### src/rtl/byte_dma_pkg.sv
package byte_dma_pkg;

  typedef enum logic [1:0] {
    STEP_HOLD = 2'b00,
    STEP_INC  = 2'b01,
    STEP_DEC  = 2'b10,
    STEP_RSVD = 2'b11
  } step_e;

  typedef enum logic [1:0] {
    TRIG_EXT = 2'b00,
    TRIG_INT = 2'b01,
    TRIG_SW  = 2'b10,
    TRIG_OFF = 2'b11
  } trig_e;

  typedef enum logic [2:0] {
    ST_IDLE,
    ST_GRANT,
    ST_F_SET,
    ST_F_WAIT,
    ST_F_END,
    ST_D_SET,
    ST_D_WAIT,
    ST_D_END
  } xfer_st_e;

endpackage

### src/rtl/dma_sync.sv
module dma_sync #(
  parameter int unsigned W = 2
) (
  input  logic         clk_i,
  input  logic         rst_ni,
  input  logic [W-1:0] d_i,
  output logic [W-1:0] q_o
);
  logic [W-1:0] s1_q, s2_q;

  always_ff @(posedge clk_i or negedge rst_ni) begin
    if (!rst_ni) begin
      s1_q <= '0;
      s2_q <= '0;
    end else begin
      s1_q <= d_i;
      s2_q <= s1_q;
    end
  end

  assign q_o = s2_q;
endmodule

### src/rtl/dma_chan.sv
module dma_chan
  import byte_dma_pkg::*;
#(
  parameter int unsigned AW = 20,
  parameter int unsigned CW = 16
) (
  input  logic          clk_i,
  input  logic          rst_ni,
  input  logic          cfg_we_i,
  input  logic [AW-1:0] cfg_src_i,
  input  logic          cfg_src_io_i,
  input  logic [1:0]    cfg_src_step_i,
  input  logic [AW-1:0] cfg_dst_i,
  input  logic          cfg_dst_io_i,
  input  logic [1:0]    cfg_dst_step_i,
  input  logic [CW-1:0] cfg_cnt_i,
  input  logic [1:0]    cfg_trig_i,
  input  logic          cfg_en_i,
  input  logic          ext_req_i,
  input  logic          int_stb_i,
  input  logic          sw_start_i,
  input  logic          start_i,
  input  logic          done_i,
  output logic          req_o,
  output logic [AW-1:0] src_o,
  output logic          src_io_o,
  output logic [AW-1:0] dst_o,
  output logic          dst_io_o,
  output logic          irq_o
);
  logic [AW-1:0] src_q, dst_q;
  logic          src_io_q, dst_io_q;
  step_e         src_step_q, dst_step_q;
  trig_e         trig_q;
  logic [CW-1:0] cnt_q;
  logic          en_q, pend_q, go_q, irq_q;
  logic          last;

  function automatic logic [AW-1:0] step_ptr(logic [AW-1:0] p, step_e s);
    case (s)
      STEP_INC: step_ptr = p + AW'(1);
      STEP_DEC: step_ptr = p - AW'(1);
      default:  step_ptr = p;
    endcase
  endfunction

  assign last = (cnt_q == CW'(1));

  always_ff @(posedge clk_i or negedge rst_ni) begin
    if (!rst_ni) begin
      src_q      <= '0;
      dst_q      <= '0;
      src_io_q   <= 1'b0;
      dst_io_q   <= 1'b0;
      src_step_q <= STEP_HOLD;
      dst_step_q <= STEP_HOLD;
      trig_q     <= TRIG_OFF;
      cnt_q      <= '0;
      en_q       <= 1'b0;
      pend_q     <= 1'b0;
      go_q       <= 1'b0;
      irq_q      <= 1'b0;
    end else begin
      irq_q <= 1'b0;
      if (cfg_we_i) begin
        src_q      <= cfg_src_i;
        dst_q      <= cfg_dst_i;
        src_io_q   <= cfg_src_io_i;
        dst_io_q   <= cfg_dst_io_i;
        src_step_q <= step_e'(cfg_src_step_i);
        dst_step_q <= step_e'(cfg_dst_step_i);
        trig_q     <= trig_e'(cfg_trig_i);
        cnt_q      <= cfg_cnt_i;
        en_q       <= cfg_en_i && (cfg_cnt_i != '0);
        pend_q     <= 1'b0;
        go_q       <= 1'b0;
      end else begin
        if (done_i) begin
          src_q <= step_ptr(src_q, src_step_q);
          dst_q <= step_ptr(dst_q, dst_step_q);
          cnt_q <= cnt_q - CW'(1);
          if (last) begin
            en_q  <= 1'b0;
            irq_q <= 1'b1;
          end
        end
        // a strobe arriving with the grant re-arms the channel
        if (int_stb_i && trig_q == TRIG_INT) pend_q <= 1'b1;
        else if (start_i)                    pend_q <= 1'b0;
        if (done_i && last)          go_q <= 1'b0;
        else if (sw_start_i && en_q) go_q <= 1'b1;
      end
    end
  end

  always_comb begin
    case (trig_q)
      TRIG_EXT: req_o = en_q && ext_req_i;
      TRIG_INT: req_o = en_q && pend_q;
      TRIG_SW:  req_o = en_q && go_q;
      default:  req_o = 1'b0;
    endcase
  end

  assign src_o    = src_q;
  assign src_io_o = src_io_q;
  assign dst_o    = dst_q;
  assign dst_io_o = dst_io_q;
  assign irq_o    = irq_q;
endmodule

### src/rtl/dma_engine.sv
module dma_engine
  import byte_dma_pkg::*;
#(
  parameter int unsigned AW  = 20,
  parameter int unsigned NCH = 2,
  localparam int unsigned CHW = (NCH > 1) ? $clog2(NCH) : 1
) (
  input  logic                    clk_i,
  input  logic                    rst_ni,
  input  logic [NCH-1:0]          req_i,
  input  logic [NCH-1:0][AW-1:0]  src_i,
  input  logic [NCH-1:0]          src_io_i,
  input  logic [NCH-1:0][AW-1:0]  dst_i,
  input  logic [NCH-1:0]          dst_io_i,
  output logic [NCH-1:0]          start_o,
  output logic [NCH-1:0]          done_o,
  output logic                    bus_req_o,
  input  logic                    bus_gnt_i,
  output logic                    bus_cyc_o,
  output logic                    bus_write_o,
  output logic                    bus_io_o,
  output logic [AW-1:0]           bus_addr_o,
  output logic [7:0]              bus_wdata_o,
  input  logic [7:0]              bus_rdata_i,
  input  logic                    bus_ready_i
);
  xfer_st_e       state_q, state_d;
  logic [CHW-1:0] ch_q, pick;
  logic [7:0]     data_q;
  logic           any_req, fetch_ph, dep_ph;

  // lowest index wins
  always_comb begin
    pick = '0;
    for (int i = NCH - 1; i >= 0; i--) begin
      if (req_i[i]) pick = CHW'(i);
    end
  end

  assign any_req = |req_i;

  always_comb begin
    state_d = state_q;
    case (state_q)
      ST_IDLE:   if (any_req) state_d = ST_GRANT;
      ST_GRANT:  if (bus_gnt_i) state_d = ST_F_SET;
      ST_F_SET:  state_d = ST_F_WAIT;
      ST_F_WAIT: if (bus_ready_i) state_d = ST_F_END;
      ST_F_END:  state_d = ST_D_SET;
      ST_D_SET:  state_d = ST_D_WAIT;
      ST_D_WAIT: if (bus_ready_i) state_d = ST_D_END;
      ST_D_END:  state_d = ST_IDLE;
      default:   state_d = ST_IDLE;
    endcase
  end

  always_ff @(posedge clk_i or negedge rst_ni) begin
    if (!rst_ni) begin
      state_q <= ST_IDLE;
      ch_q    <= '0;
      data_q  <= '0;
    end else begin
      state_q <= state_d;
      if (state_q == ST_IDLE && any_req) ch_q <= pick;
      if (state_q == ST_F_WAIT && bus_ready_i) data_q <= bus_rdata_i;
    end
  end

  always_comb begin
    for (int i = 0; i < NCH; i++) begin
      start_o[i] = (state_q == ST_IDLE) && any_req && (pick == CHW'(i));
      done_o[i]  = (state_q == ST_D_END) && (ch_q == CHW'(i));
    end
  end

  assign fetch_ph = (state_q == ST_F_SET) || (state_q == ST_F_WAIT) || (state_q == ST_F_END);
  assign dep_ph   = (state_q == ST_D_SET) || (state_q == ST_D_WAIT) || (state_q == ST_D_END);

  assign bus_req_o   = (state_q != ST_IDLE);
  assign bus_cyc_o   = (state_q == ST_F_WAIT) || (state_q == ST_D_WAIT);
  assign bus_write_o = dep_ph;
  assign bus_io_o    = fetch_ph ? src_io_i[ch_q] : (dep_ph ? dst_io_i[ch_q] : 1'b0);
  assign bus_addr_o  = fetch_ph ? src_i[ch_q] : (dep_ph ? dst_i[ch_q] : '0);
  assign bus_wdata_o = data_q;
endmodule

### src/rtl/byte_dma_pair.sv
module byte_dma_pair
  import byte_dma_pkg::*;
#(
  parameter int unsigned AW  = 20,
  parameter int unsigned CW  = 16,
  parameter int unsigned NCH = 2,
  localparam int unsigned CHW = (NCH > 1) ? $clog2(NCH) : 1
) (
  input  logic           clk_i,
  input  logic           rst_ni,
  input  logic           cfg_we_i,
  input  logic [CHW-1:0] cfg_ch_i,
  input  logic [AW-1:0]  cfg_src_i,
  input  logic           cfg_src_io_i,
  input  logic [1:0]     cfg_src_step_i,
  input  logic [AW-1:0]  cfg_dst_i,
  input  logic           cfg_dst_io_i,
  input  logic [1:0]     cfg_dst_step_i,
  input  logic [CW-1:0]  cfg_cnt_i,
  input  logic [1:0]     cfg_trig_i,
  input  logic           cfg_en_i,
  input  logic [NCH-1:0] ext_req_i,
  input  logic [NCH-1:0] int_stb_i,
  input  logic [NCH-1:0] sw_start_i,
  output logic           bus_req_o,
  input  logic           bus_gnt_i,
  output logic           bus_cyc_o,
  output logic           bus_write_o,
  output logic           bus_io_o,
  output logic [AW-1:0]  bus_addr_o,
  output logic [7:0]     bus_wdata_o,
  input  logic [7:0]     bus_rdata_i,
  input  logic           bus_ready_i,
  output logic [NCH-1:0] irq_o
);
  logic [NCH-1:0]         ext_sync, req_w, start_w, done_w, src_io_w, dst_io_w;
  logic [NCH-1:0][AW-1:0] src_w, dst_w;

  dma_sync #(.W(NCH)) i_sync (
    .clk_i (clk_i),
    .rst_ni(rst_ni),
    .d_i   (ext_req_i),
    .q_o   (ext_sync)
  );

  for (genvar g = 0; g < NCH; g++) begin : g_chan
    dma_chan #(.AW(AW), .CW(CW)) i_chan (
      .clk_i         (clk_i),
      .rst_ni        (rst_ni),
      .cfg_we_i      (cfg_we_i && (cfg_ch_i == CHW'(g))),
      .cfg_src_i     (cfg_src_i),
      .cfg_src_io_i  (cfg_src_io_i),
      .cfg_src_step_i(cfg_src_step_i),
      .cfg_dst_i     (cfg_dst_i),
      .cfg_dst_io_i  (cfg_dst_io_i),
      .cfg_dst_step_i(cfg_dst_step_i),
      .cfg_cnt_i     (cfg_cnt_i),
      .cfg_trig_i    (cfg_trig_i),
      .cfg_en_i      (cfg_en_i),
      .ext_req_i     (ext_sync[g]),
      .int_stb_i     (int_stb_i[g]),
      .sw_start_i    (sw_start_i[g]),
      .start_i       (start_w[g]),
      .done_i        (done_w[g]),
      .req_o         (req_w[g]),
      .src_o         (src_w[g]),
      .src_io_o      (src_io_w[g]),
      .dst_o         (dst_w[g]),
      .dst_io_o      (dst_io_w[g]),
      .irq_o         (irq_o[g])
    );
  end

  dma_engine #(.AW(AW), .NCH(NCH)) i_engine (
    .clk_i      (clk_i),
    .rst_ni     (rst_ni),
    .req_i      (req_w),
    .src_i      (src_w),
    .src_io_i   (src_io_w),
    .dst_i      (dst_w),
    .dst_io_i   (dst_io_w),
    .start_o    (start_w),
    .done_o     (done_w),
    .bus_req_o  (bus_req_o),
    .bus_gnt_i  (bus_gnt_i),
    .bus_cyc_o  (bus_cyc_o),
    .bus_write_o(bus_write_o),
    .bus_io_o   (bus_io_o),
    .bus_addr_o (bus_addr_o),
    .bus_wdata_o(bus_wdata_o),
    .bus_rdata_i(bus_rdata_i),
    .bus_ready_i(bus_ready_i)
  );
endmodule

### config.mk
export PLATFORM = sky130hd
export DESIGN_NAME = byte_dma_pair
export DESIGN_NICKNAME = d
export VERILOG_FILES = /design/src/rtl/byte_dma_pkg.sv /design/src/rtl/dma_sync.sv /design/src/rtl/dma_chan.sv /design/src/rtl/dma_engine.sv /design/src/rtl/byte_dma_pair.sv
export SDC_FILE = /design/constraint.sdc
export NUM_CORES = 1
export LEC_CHECK = 0
export BUFFER_PORTS_ARGS = -buffer_cell sky130_fd_sc_hd__buf_2
export CORE_MARGIN = 3
export CORE_UTILIZATION = 40
export CTS_CLUSTER_SIZE = 40
export DETAILED_ROUTE_END_ITERATION = 6
export MAX_ROUTING_LAYER = met4
export PLACE_DENSITY_LB_ADDON = 0.15
export SETUP_SLACK_MARGIN = 0.15
export SYNTH_ARGS = -nofsm -noshare
export SYNTH_HDL_FRONTEND = slang
export SYNTH_SLANG_ARGS = --single-unit
### constraint.sdc
create_clock -name clk_i -period 7.3 [get_ports clk_i]
set_input_delay 0 -clock clk_i [delete_from_list [all_inputs] [get_ports clk_i]]
set_output_delay 0 -clock clk_i [all_outputs]
set_load 0.05 [all_outputs]
* After elaboration in Yosys (flattened, before gate mapping)
Index checks and enable logic that the tools add are counted.
Widths: inputs -> output; s select.
** Operators by class
- Add/sub/neg operators :: 10
- $lt $le $gt $ge :: 1
- Equal/unequal tests :: 25
- Multiplexer cells :: 61
- Bitwise logic cells :: 3
- Reduce and logical (&&, ||, !) cells :: 51
** Operator list (number)
- $mux 20 :: 14
- $pmux 20 s2 :: 4
- $add 20x1->20 const B :: 4
- $sub 20x1->20 const B :: 4
- $mux 16 :: 4
- $eq 16x1->1 const B :: 2
- $mux 1 :: 32
- $sub 16x1->16 const B :: 2
- $reduce_bool 3->1 :: 9
- $pmux 3 s8 :: 1
- $logic_and 1x1->1 :: 21
- $reduce_bool 16->1 :: 1
- $eq 2x1->1 const B :: 6
- $eq 2x2->1 const B :: 6
- $eq 3x3->1 const B :: 4
- $mux 3 :: 4
- $reduce_and 2->1 :: 6
- $reduce_bool 2->1 :: 4
- $eq 3x2->1 const B :: 2
- $ne 2x2->1 const B :: 3
- $pmux 1 s3 :: 2
- $logic_or 1x1->1 :: 5
- $logic_not 2->1 :: 2
- $reduce_and 4->1 :: 1
- other kinds (6) :: 8
** Storage, ports and cells
- Bits in registers :: 152
- Bits of input ports :: 85
- Output and inout port bits :: 34
- Logic and storage cells :: 180

* Logic depth before layout (Yosys ltp)
Gate-level depths: netlist of the first run.
- Depth after elaboration :: 9
- Mapped depth :: 18

* Cells and area by module
From an unflattened synthesis of the first run, not the netlist that was laid out.
** Second synthesis, totals
- Cells, all modules :: 1318
- Area total of the unflattened synthesis :: 11162.0 µm²
** Modules (own cells, without submodules)
- dma_chan at g_chan[0].i_chan :: instances 1, cells an instance 600, area each 4946.0 µm², sequential area each 1704.1 µm²
- dma_chan at g_chan[1].i_chan :: instances 1, cells an instance 590, area each 4909.7 µm², sequential area each 1704.1 µm²
- dma_engine :: instances 1, cells an instance 122, area each 1189.9 µm², sequential area each 300.3 µm²
- dma_sync :: instances 1, cells an instance 4, area each 100.1 µm², sequential area each 100.1 µm²
- byte_dma_pair :: instances 1, cells an instance 2, area each 16.3 µm², sequential area each 0.0 µm²

* Worst setup path after synthesis of the first run
Ideal clock, no wire load.
- Kind :: reg2reg
- Start :: register g_chan[0].i_chan.dst_step_q[0]
- End :: register g_chan[0].i_chan.dst_q[18]
- Setup time :: 0.131 ns
- Arrival time :: 3.484 ns
- Data required time :: 7.169 ns
- Setup slack :: 3.685 ns
- Stages on the path, launching flop included :: 19
- Path buffers :: 6
- Clock period less this slack :: 3.615 ns
- Cell sequence :: dfrtp_1 -> inv_1 -> ha_1 -> buf_2 -> buf_2 -> buf_2 -> buf_2 -> buf_2 -> clkbuf_1 -> xor2_1 -> ha_1 -> nand2_1 -> o31ai_2 -> o2111ai_1 -> and3_4 -> or4_4 -> o211ai_2 -> xnor2_1 -> o21ai_1
** Between the ends
- Word-level cells in the longest chain between the ends :: 4
** RTL lines
- start: declaration :: line dma_chan.sv:33 : step_e src_step_q, dst_step_q;
- start signal: assignment :: line dma_chan.sv:71 : dst_step_q <= step_e'(cfg_dst_step_i);
- $eq 2x2->1 / $eq 2x1->1 (equally long branches) :: line dma_chan.sv:40 : case (s)
- $pmux 20 s2 :: line dma_chan.sv:40
- $mux 20 :: line dma_chan.sv:78 : if (done_i) begin
- $mux 20 :: line dma_chan.sv:65 : if (cfg_we_i) begin
- end signal: assignment :: line dma_chan.sv:67 : dst_q <= cfg_dst_i;
- end signal: assignment :: line dma_chan.sv:80 : dst_q <= step_ptr(dst_q, dst_step_q);
- end: declaration :: line dma_chan.sv:31 : logic [AW-1:0] src_q, dst_q;
Several ways; a longest one is shown, not always the timed one. The select of a mux whose other input is x is not followed.
A chain may end at the register's enable or synchronous reset.

* Final worst setup path of the first run
- Start :: register g_chan[0].i_chan.src_step_q[0]
- End :: register g_chan[0].i_chan.src_q[12]
** Between the ends
- Word-level cells in the longest chain between the ends :: 4
** RTL lines
- start: declaration :: line dma_chan.sv:33
- start signal: assignment :: line dma_chan.sv:70 : src_step_q <= step_e'(cfg_src_step_i);
- $eq 2x2->1 / $eq 2x1->1 (equally long branches) :: line dma_chan.sv:40
- $pmux 20 s2 :: line dma_chan.sv:40
- $mux 20 :: line dma_chan.sv:78
- $mux 20 :: line dma_chan.sv:65
- end signal: assignment :: line dma_chan.sv:66 : src_q <= cfg_src_i;
- end signal: assignment :: line dma_chan.sv:79 : src_q <= step_ptr(src_q, src_step_q);
- end: declaration :: line dma_chan.sv:31
Several ways; a longest one is shown, not always the timed one. The select of a mux whose other input is x is not followed.

==> flow_summary_export.csv, run 1 <==
group,metric,value,unit
die,die_area,0.0332,mm2
worst_hold_path,hold_path_class,"input port to async pin",
critical_path,critical_path_class,"flip-flop to flip-flop",
critical_path,critical_path.endpoint_type,"flip-flop",
global_routing,grt_first_pass_wirelength,65.3,mm
finish,ff_latch_area,0.00381,mm2
sta,max_freq,257,MHz
die,die_width,182,um
sta,final_hold_viol_count,0,
placed_design,placed_cells,1969,
critical_path,critical_path.max_fanout,25,
clock_network,cts_repair_resize_count,0,
critical_path,rr_startpoint,"g_chan[0].i_chan.src_step_q[0]",
die,fp-row-count,63,
pwr,peakVddDrop,0.251,mV
critical_path,worst_ep_required_time,7.58,ns
placed_design,gpl.final_weighted_congestion,0.883,
yosys,ys_top_cells_by_area,"dfrtp_1, xnor2_1, o21ai_0, nand2_1, nor2_1",
finish,flow.area_growth_from_synthesis,16.0,%
yosys,netlist_instances,1601,
route,drtAntennaViolNets,0,
finish,cell_area_after_layout,0.0144,mm2
die,io_pins,119,
sta,finalSetupTns,0,ns
yosys,synth.cell_area,0.0124,mm2
pwr,power_density,295,mW/mm2
route,via_count,12300,
critical_path,setup.worst_path.start_class,"flip-flop",
yosys,ys_warn_count,0,
finish,total_area_of_multi_input_combinational_cells,0.00790,mm2
yosys,synth_sequential_area_ratio,0.306,
sta,rsz0062_at_grt,"false",
finish,final_cell_count_no_fill,2088,
finish,mostFrequentLayoutCell,"nand2_1",
job,drv.max_cap_violation_count,0,
route,drt_first_iter_violations,1238,
finish,layout-drive-gt1-share,0.119,
die,initial_utilization,0.413,
critical_path,rr_worst_depth,11,
critical_path,worst-endpoint-arrival,4.17,ns
placed_design,dpl-instance-area,0.0130,mm2
clock_network,number_of_sinks_handled_by_clock_tree_synthesis,152,
run_status,run_status,"finished clean",
yosys,synth-edff-count,0,
global_routing,grt_overflow,0,
global_routing,antenna_violations_before_repair,3,
sta,setup_viol_count_final,0,
route,vias_per_cell,5.89,
clock_network,worst_skew_pair.late_latency,0.44,ns
finish,layout_common_cells,"nand2_1, o21ai_0, nor2_1, dfrtp_1, buf_2",
clock_network,h-tree-depth,4,
yosys,average_cell_area_after_synthesis,7.76,um2
placed_design,dp.final_hpwl,27.8,mm
die,floorplan.core_area,0.0301,mm2
clock_network,clk_pin_slew,0.06,ns
yosys,synth_largest_area_cell,"dfrtp_1",
route,drt_first_pass_iters,5,
sta,period_minus_ws_final,3.89,ns
route,drcViolationCount,0,
sta,finalClockSkew,0.0103,ns
clock_network,cts_tree,"built",
global_routing,grt_pass1_vias,11600,
yosys,syn-num-nets,1708,
route,wl_per_cell,19.5,um
critical_path,reg2reg_setup_slack,3.41,ns
finish,filler_cell_count,2965,
sta,slew_viol_final,0,
placed_design,portBuffers,118,
sta,timing_worst_slew_pin_value,1.11,ns
global_routing,grtUsageTotal,0.251,
yosys,yosys.cell_types.count,78,
clock_network,cts-root-to-sink-buffers,2,
finish,finish.net_count,1789,
critical_path,r2r_end,"g_chan[0].i_chan.src_o[12]",
die,fp.dieH,182,um
yosys,synth_ff_type,"dfrtp_1",
yosys,synth_top_area_share,0.298,
sta,slew-limit-headroom,0.246,
yosys,proportion_of_register_bits_with_asynchronous_set_or_reset_after_synthesis,1.00,
yosys,synth_seq_cells,152,
clock_network,cts_buffers,17,
global_routing,pin_count_of_the_biggest_net_entering_global_routing,99,
sta,timing.final.crit_share,0.533,
clock_network,cts-root-buf,"clkbuf_16",
pwr,p_leak,0.00566,uW
route,finalWirelength,40.7,mm
-- cells in the mapped netlist (5+ instances only) --
cell       number
a211oi_1        5
a21boi_0        5
a21o_1         10
a21oi_1        65
a221oi_1        5
a22o_1          5
a22oi_1        13
a2bb2oi_1       5
a31oi_1        42
a32oi_1         7
and3_1         14
and3b_1         8
and4b_1         7
buf_1           6
buf_2          31
clkbuf_1      112
dfrtp_1       148
ha_1           22
inv_1          31
mux2_2         10
mux2i_1        49
nand2_1       203
nand2b_1       12
nand3_1        28
nand3b_1        7
nand4_1        14
nor2_1        148
nor2b_1         9
nor3_1         35
nor3b_1        15
nor4_1         22
o2111ai_1       5
o21a_1         14
o21ai_0       157
o21ai_1        15
o221ai_1        7
o22ai_1        30
o31a_1         14
o31ai_1         8
or2_2           9
or3_1          31
or4_1           8
xnor2_1       104
xor2_1         31
-- state kept, by name, summed over array words and instances, names as in the netlist, 3 cells and up --
signal and cells:
i_engine.bus_wdata_o 8, g_chan.i_chan.trig_q 4, i_engine.state_q 3, g_chan.i_chan.cnt_q 32
g_chan.i_chan.src_o 40, g_chan.i_chan.dst_o 40, g_chan.i_chan.dst_step_q 4, g_chan.i_chan.src_step_q 4
-- what timing repair did --
item,in CTS,in global routing
setup buffers,0,0
hold buffers,84,0
endpoints found under the hold margin,219,0
-- how the worst max path moves through the flow --
| stage | slack (ns) | start | depth (start not counted) | end |
|---|---|---|---|---|
| after CTS | 3.47 | g_chan[0].i_chan.src_step_q[0] | 11 | g_chan[0].i_chan.src_o[12] |
| final | 3.41 | g_chan[0].i_chan.src_step_q[0] | 11 | g_chan[0].i_chan.src_o[12] |
| after floorplan | 3.69 | g_chan[0].i_chan.dst_step_q[0] | 18 | g_chan[0].i_chan.dst_o[18] |
| after global routing | 3.08 | g_chan[0].i_chan.src_step_q[0] | 11 | g_chan[0].i_chan.src_o[12] |
| after global placement | 3.59 | g_chan[0].i_chan.src_step_q[0] | 11 | g_chan[0].i_chan.src_o[12] |
| after detailed placement | 3.50 | g_chan[0].i_chan.src_step_q[0] | 11 | g_chan[0].i_chan.src_o[12] |
-- layer usage --
layer / share of wire / GRT usage / up-vias
met5: 0 / - / -
met4: 0.017 / 0.0637 / 0
met3: 0.066 / 0.0367 / 41
met2: 0.45 / 0.375 / 446
met1: 0.47 / 0.357 / 5921
li1: - / - / 5895
-- area by class of cell --
| type | count | area share |
|---|---|---|
| Multi-Input combinational cell | 1266 | 0.548 |
| Sequential cell | 152 | 0.264 |
| Timing Repair Buffer | 214 | 0.106 |
| Tap cell | 390 | 0.0338 |
| Clock buffer | 22 | 0.0329 |
| Inverter | 31 | 0.00807 |
| Clock inverter | 10 | 0.00651 |
| Antenna cell | 3 | 0.000521 |
-- kinds of logic after synthesis --
kind of cell             after synthesis  share of synthesized area
adder cells (fa/ha/maj)               22                     0.0221
XOR/XNOR                             135                     0.0951
AND/OR/NAND/NOR                      589                      0.230
AO/OA/AOI/OAI                        461                      0.238
multiplexers                          59                     0.0485
buffers and inverters                183                     0.0596
flip-flops                           152                      0.306
-- per-stage QoR --
stage	power, uW	hold slack [ns]	setup slack, ns	utilization
3_3_place_gp	3310	0.0940	3.59	0.432
2_1_floorplan	2800	-0.296	3.69	-
3_5_place_dp	3320	0.0952	3.50	0.432
6_report	4250	0.184	3.41	0.479
5_1_grt	4510	0.203	3.08	0.479
4_1_cts	4250	0.179	3.47	0.479
-- report_power, final --
part	switching [uW]	internal (uW)	leakage, uW
registers	377	1020	0.00181
logic	1290	699	0.00359
clock network	370	495	0.000261
-- critical path: stages, from the launching register on --
cell and delay [ns]:
dfrtp_1 0.36, inv_1 0.09, ha_1 0.64, buf_4 0.41
inv_1 0.41, o32ai_1 0.48, nor3_1 0.18, o22ai_1 0.46
nand4_1 0.18, a211oi_1 0.29, xnor2_1 0.15, a21oi_1 0.08
Power figures use the tool's default switching activity.
==> run 2, diff against run 1 <==
Clock period 7.3 ns to 3.4 ns, I/O delays scaled along.
==> flow_summary_export.csv, run 2 (synthesis gave the netlist of run 1 again) <==
group,metric,value,unit
pwr,p_leak,0.00580,uW
job,drv.max_cap_violation_count,0,
finish,finish.net_count,1808,
sta,max_freq,335,MHz
sta,rsz0062_at_grt,"false",
global_routing,grt_first_pass_wirelength,65.7,mm
pwr,clock_power_share,0.208,
critical_path,critical_path.endpoint_type,"flip-flop",
global_routing,grtUsageTotal,0.253,
pwr,switching_part_of_the_total,0.485,
critical_path,rr_startpoint,"g_chan[1].i_chan.dst_step_q[1]",
run_status,run_status,"finished clean",
pwr,peakVddDrop,0.377,mV
route,drtAntennaViolNets,0,
pwr,power_density,632,mW/mm2
die,die_area,0.0332,mm2
route,drt_first_pass_iters,5,
global_routing,grt_pass1_vias,11800,
clock_network,cts_tree,"built",
clock_network,worst_skew_pair.late_latency,0.45,ns
pwr,power_frac_comb,0.471,
clock_network,clk_pin_slew,0.07,ns
clock_network,cts-root-buf,"clkbuf_16",
finish,flow.area_growth_from_synthesis,18.1,%
critical_path,critical_path_class,"flip-flop to flip-flop",
die,floorplan.core_area,0.0301,mm2
route,drcViolationCount,0,
pwr,power_switching,4500,uW
worst_hold_path,hold_path_class,"input port to flip-flop",
clock_network,cts-root-to-sink-buffers,2,
route,via_count,12300,
die,io_pins,119,
critical_path,reg2reg_setup_slack,0.42,ns
route,wl_per_cell,19.4,um
placed_design,portBuffers,118,
sta,final_hold_viol_count,0,
die,initial_utilization,0.413,
worst_hold_path,hold_depth,3,
sta,timing_worst_slew_pin_value,0.979,ns
die,fp.dieH,182,um
finish,layout_common_cells,"nand2_1, o21ai_0, nor2_1, dfrtp_1, buf_2",
clock_network,number_of_sinks_handled_by_clock_tree_synthesis,152,
pwr,internal_dissipation,4780,uW
clock_network,postCtsSetupBuffers,0,
clock_network,h-tree-depth,4,
clock_network,cts_repair_resize_count,0,
die,fp-row-count,63,
placed_design,dpl-instance-area,0.0133,mm2
sta,setup_viol_count_final,0,
critical_path,r2r_end,"g_chan[1].i_chan.dst_o[18]",
global_routing,antenna_violations_before_repair,1,
pwr,seqPwrFrac,0.321,
sta,slew_viol_final,0,
clock_network,cts_buffers,17,
route,finalWirelength,40.8,mm
finish,layout-drive-gt1-share,0.134,
worst_hold_path,worst_hold_path_startpoint,"cfg_we_i",
finish,mostFrequentLayoutCell,"nand2_1",
sta,timing.final.crit_share,0.878,
route,drt_first_iter_violations,1031,
placed_design,dp.final_hpwl,28.8,mm
die,die_width,182,um
critical_path,critical_path.max_fanout,3,
finish,filler_cell_count,3013,
sta,finalClockSkew,0.0162,ns
placed_design,gpl.final_weighted_congestion,0.867,
sta,finalSetupTns,0,ns
global_routing,pin_count_of_the_biggest_net_entering_global_routing,69,
critical_path,setup.worst_path.start_class,"flip-flop",
finish,ff_latch_area,0.00381,mm2
route,vias_per_cell,5.82,
critical_path,rr_worst_depth,11,
sta,period_minus_ws_final,2.98,ns
finish,total_area_of_multi_input_combinational_cells,0.00794,mm2
clock_network,cts_hold_buffers,83,
sta,slew-limit-headroom,0.347,
critical_path,worst_ep_required_time,3.77,ns
finish,cell_area_after_layout,0.0147,mm2
worst_hold_path,timing.hold.worst_endpoint,"g_chan[0].i_chan.src_o[2]",
critical_path,worst-endpoint-arrival,3.36,ns
global_routing,grt_overflow,0,
## run 2: changes by cell type in the layout (fill, tap and decap cells not counted), moves of 2 or more
| cell | change |
|---|---|
| clkinvlp_4 | -5 |
| buf_12 | +5 |
| diode_2 | -2 |
| clkinv_4 | +3 |
| inv_6 | +6 |
| clkinv_8 | +2 |
| clkbuf_8 | -3 |
| clkbuf_1 | -2 |
| buf_4 | +15 |
## run 2: worst max-delay path by stage
stage | endpoint | start | slack [ns] | cells past startpoint
finish | g_chan[1].i_chan.dst_o[18] | g_chan[1].i_chan.dst_step_q[1] | 0.42 | 11
global route | g_chan[1].i_chan.src_o[19] | g_chan[1].i_chan.src_step_q[0] | 0.25 | 11
CTS | g_chan[1].i_chan.dst_o[18] | g_chan[1].i_chan.dst_step_q[1] | 0.49 | 11
detailed placement | g_chan[1].i_chan.src_o[19] | g_chan[1].i_chan.src_step_q[0] | 0.50 | 11
global placement | g_chan[1].i_chan.dst_o[17] | g_chan[1].i_chan.dst_step_q[0] | 0.53 | 11
floorplan | g_chan[0].i_chan.dst_o[18] | g_chan[0].i_chan.dst_step_q[1] | 0.13 | 17
## run 2: critical path, stage by stage (launching register included)
cell and delay [ns]:
dfrtp_1 0.40, ha_1 0.24, xor2_1 0.16, ha_1 0.22
nor3b_1 0.14, o21ai_0 0.27, a21oi_1 0.15, o32ai_1 0.52
o22ai_1 0.17, xnor2_1 0.17, or3_1 0.31, a31oi_1 0.16
## run 2: stage by stage
stage / utilization / std cells / setup slack [ns] / hold slack (ns) / total power (uW)
after floorplan: - / 1601 / 0.133 / -0.296 / 6030
after global placement: 0.440 / 1989 / 0.530 / 0.0166 / 7210
after detailed placement: 0.440 / 1989 / 0.503 / 0.00709 / 7240
after CTS: 0.487 / 2104 / 0.490 / 0.00971 / 9290
after global routing: 0.487 / 2105 / 0.247 / 0.0359 / 9850
final: 0.487 / 2105 / 0.415 / 0.0218 / 9270
## run 2: cell type report
class / instances / area share
multi-input cells: 1266 / 0.541
diodes: 1 / 0.000171
clock inverters: 15 / 0.0111
clock buffers: 17 / 0.0290
repair buffers: 233 / 0.118
well taps: 390 / 0.0333
flip-flops and latches: 152 / 0.260
inverters: 31 / 0.00793
## run 2: power groups by stage
stage | Clock, uW | Combinational (uW) | Sequential [uW]
after floorplan | 0 | 3420 | 2620
after global placement | 0 | 4230 | 2980
after detailed placement | 0 | 4250 | 2990
after CTS | 1970 | 4360 | 2960
after global routing | 2060 | 4730 | 3060
final | 1930 | 4370 | 2980
## run 2: metal layers
layer | global-route usage | up-vias | routed length, um
met3 | 0.0437 | 64 | 2840
met1 | 0.356 | 5858 | 19000
li1 | - | 5939 | -
met2 | 0.372 | 392 | 17900
met4 | 0.0792 | 0 | 1070
met5 | - | - | 0
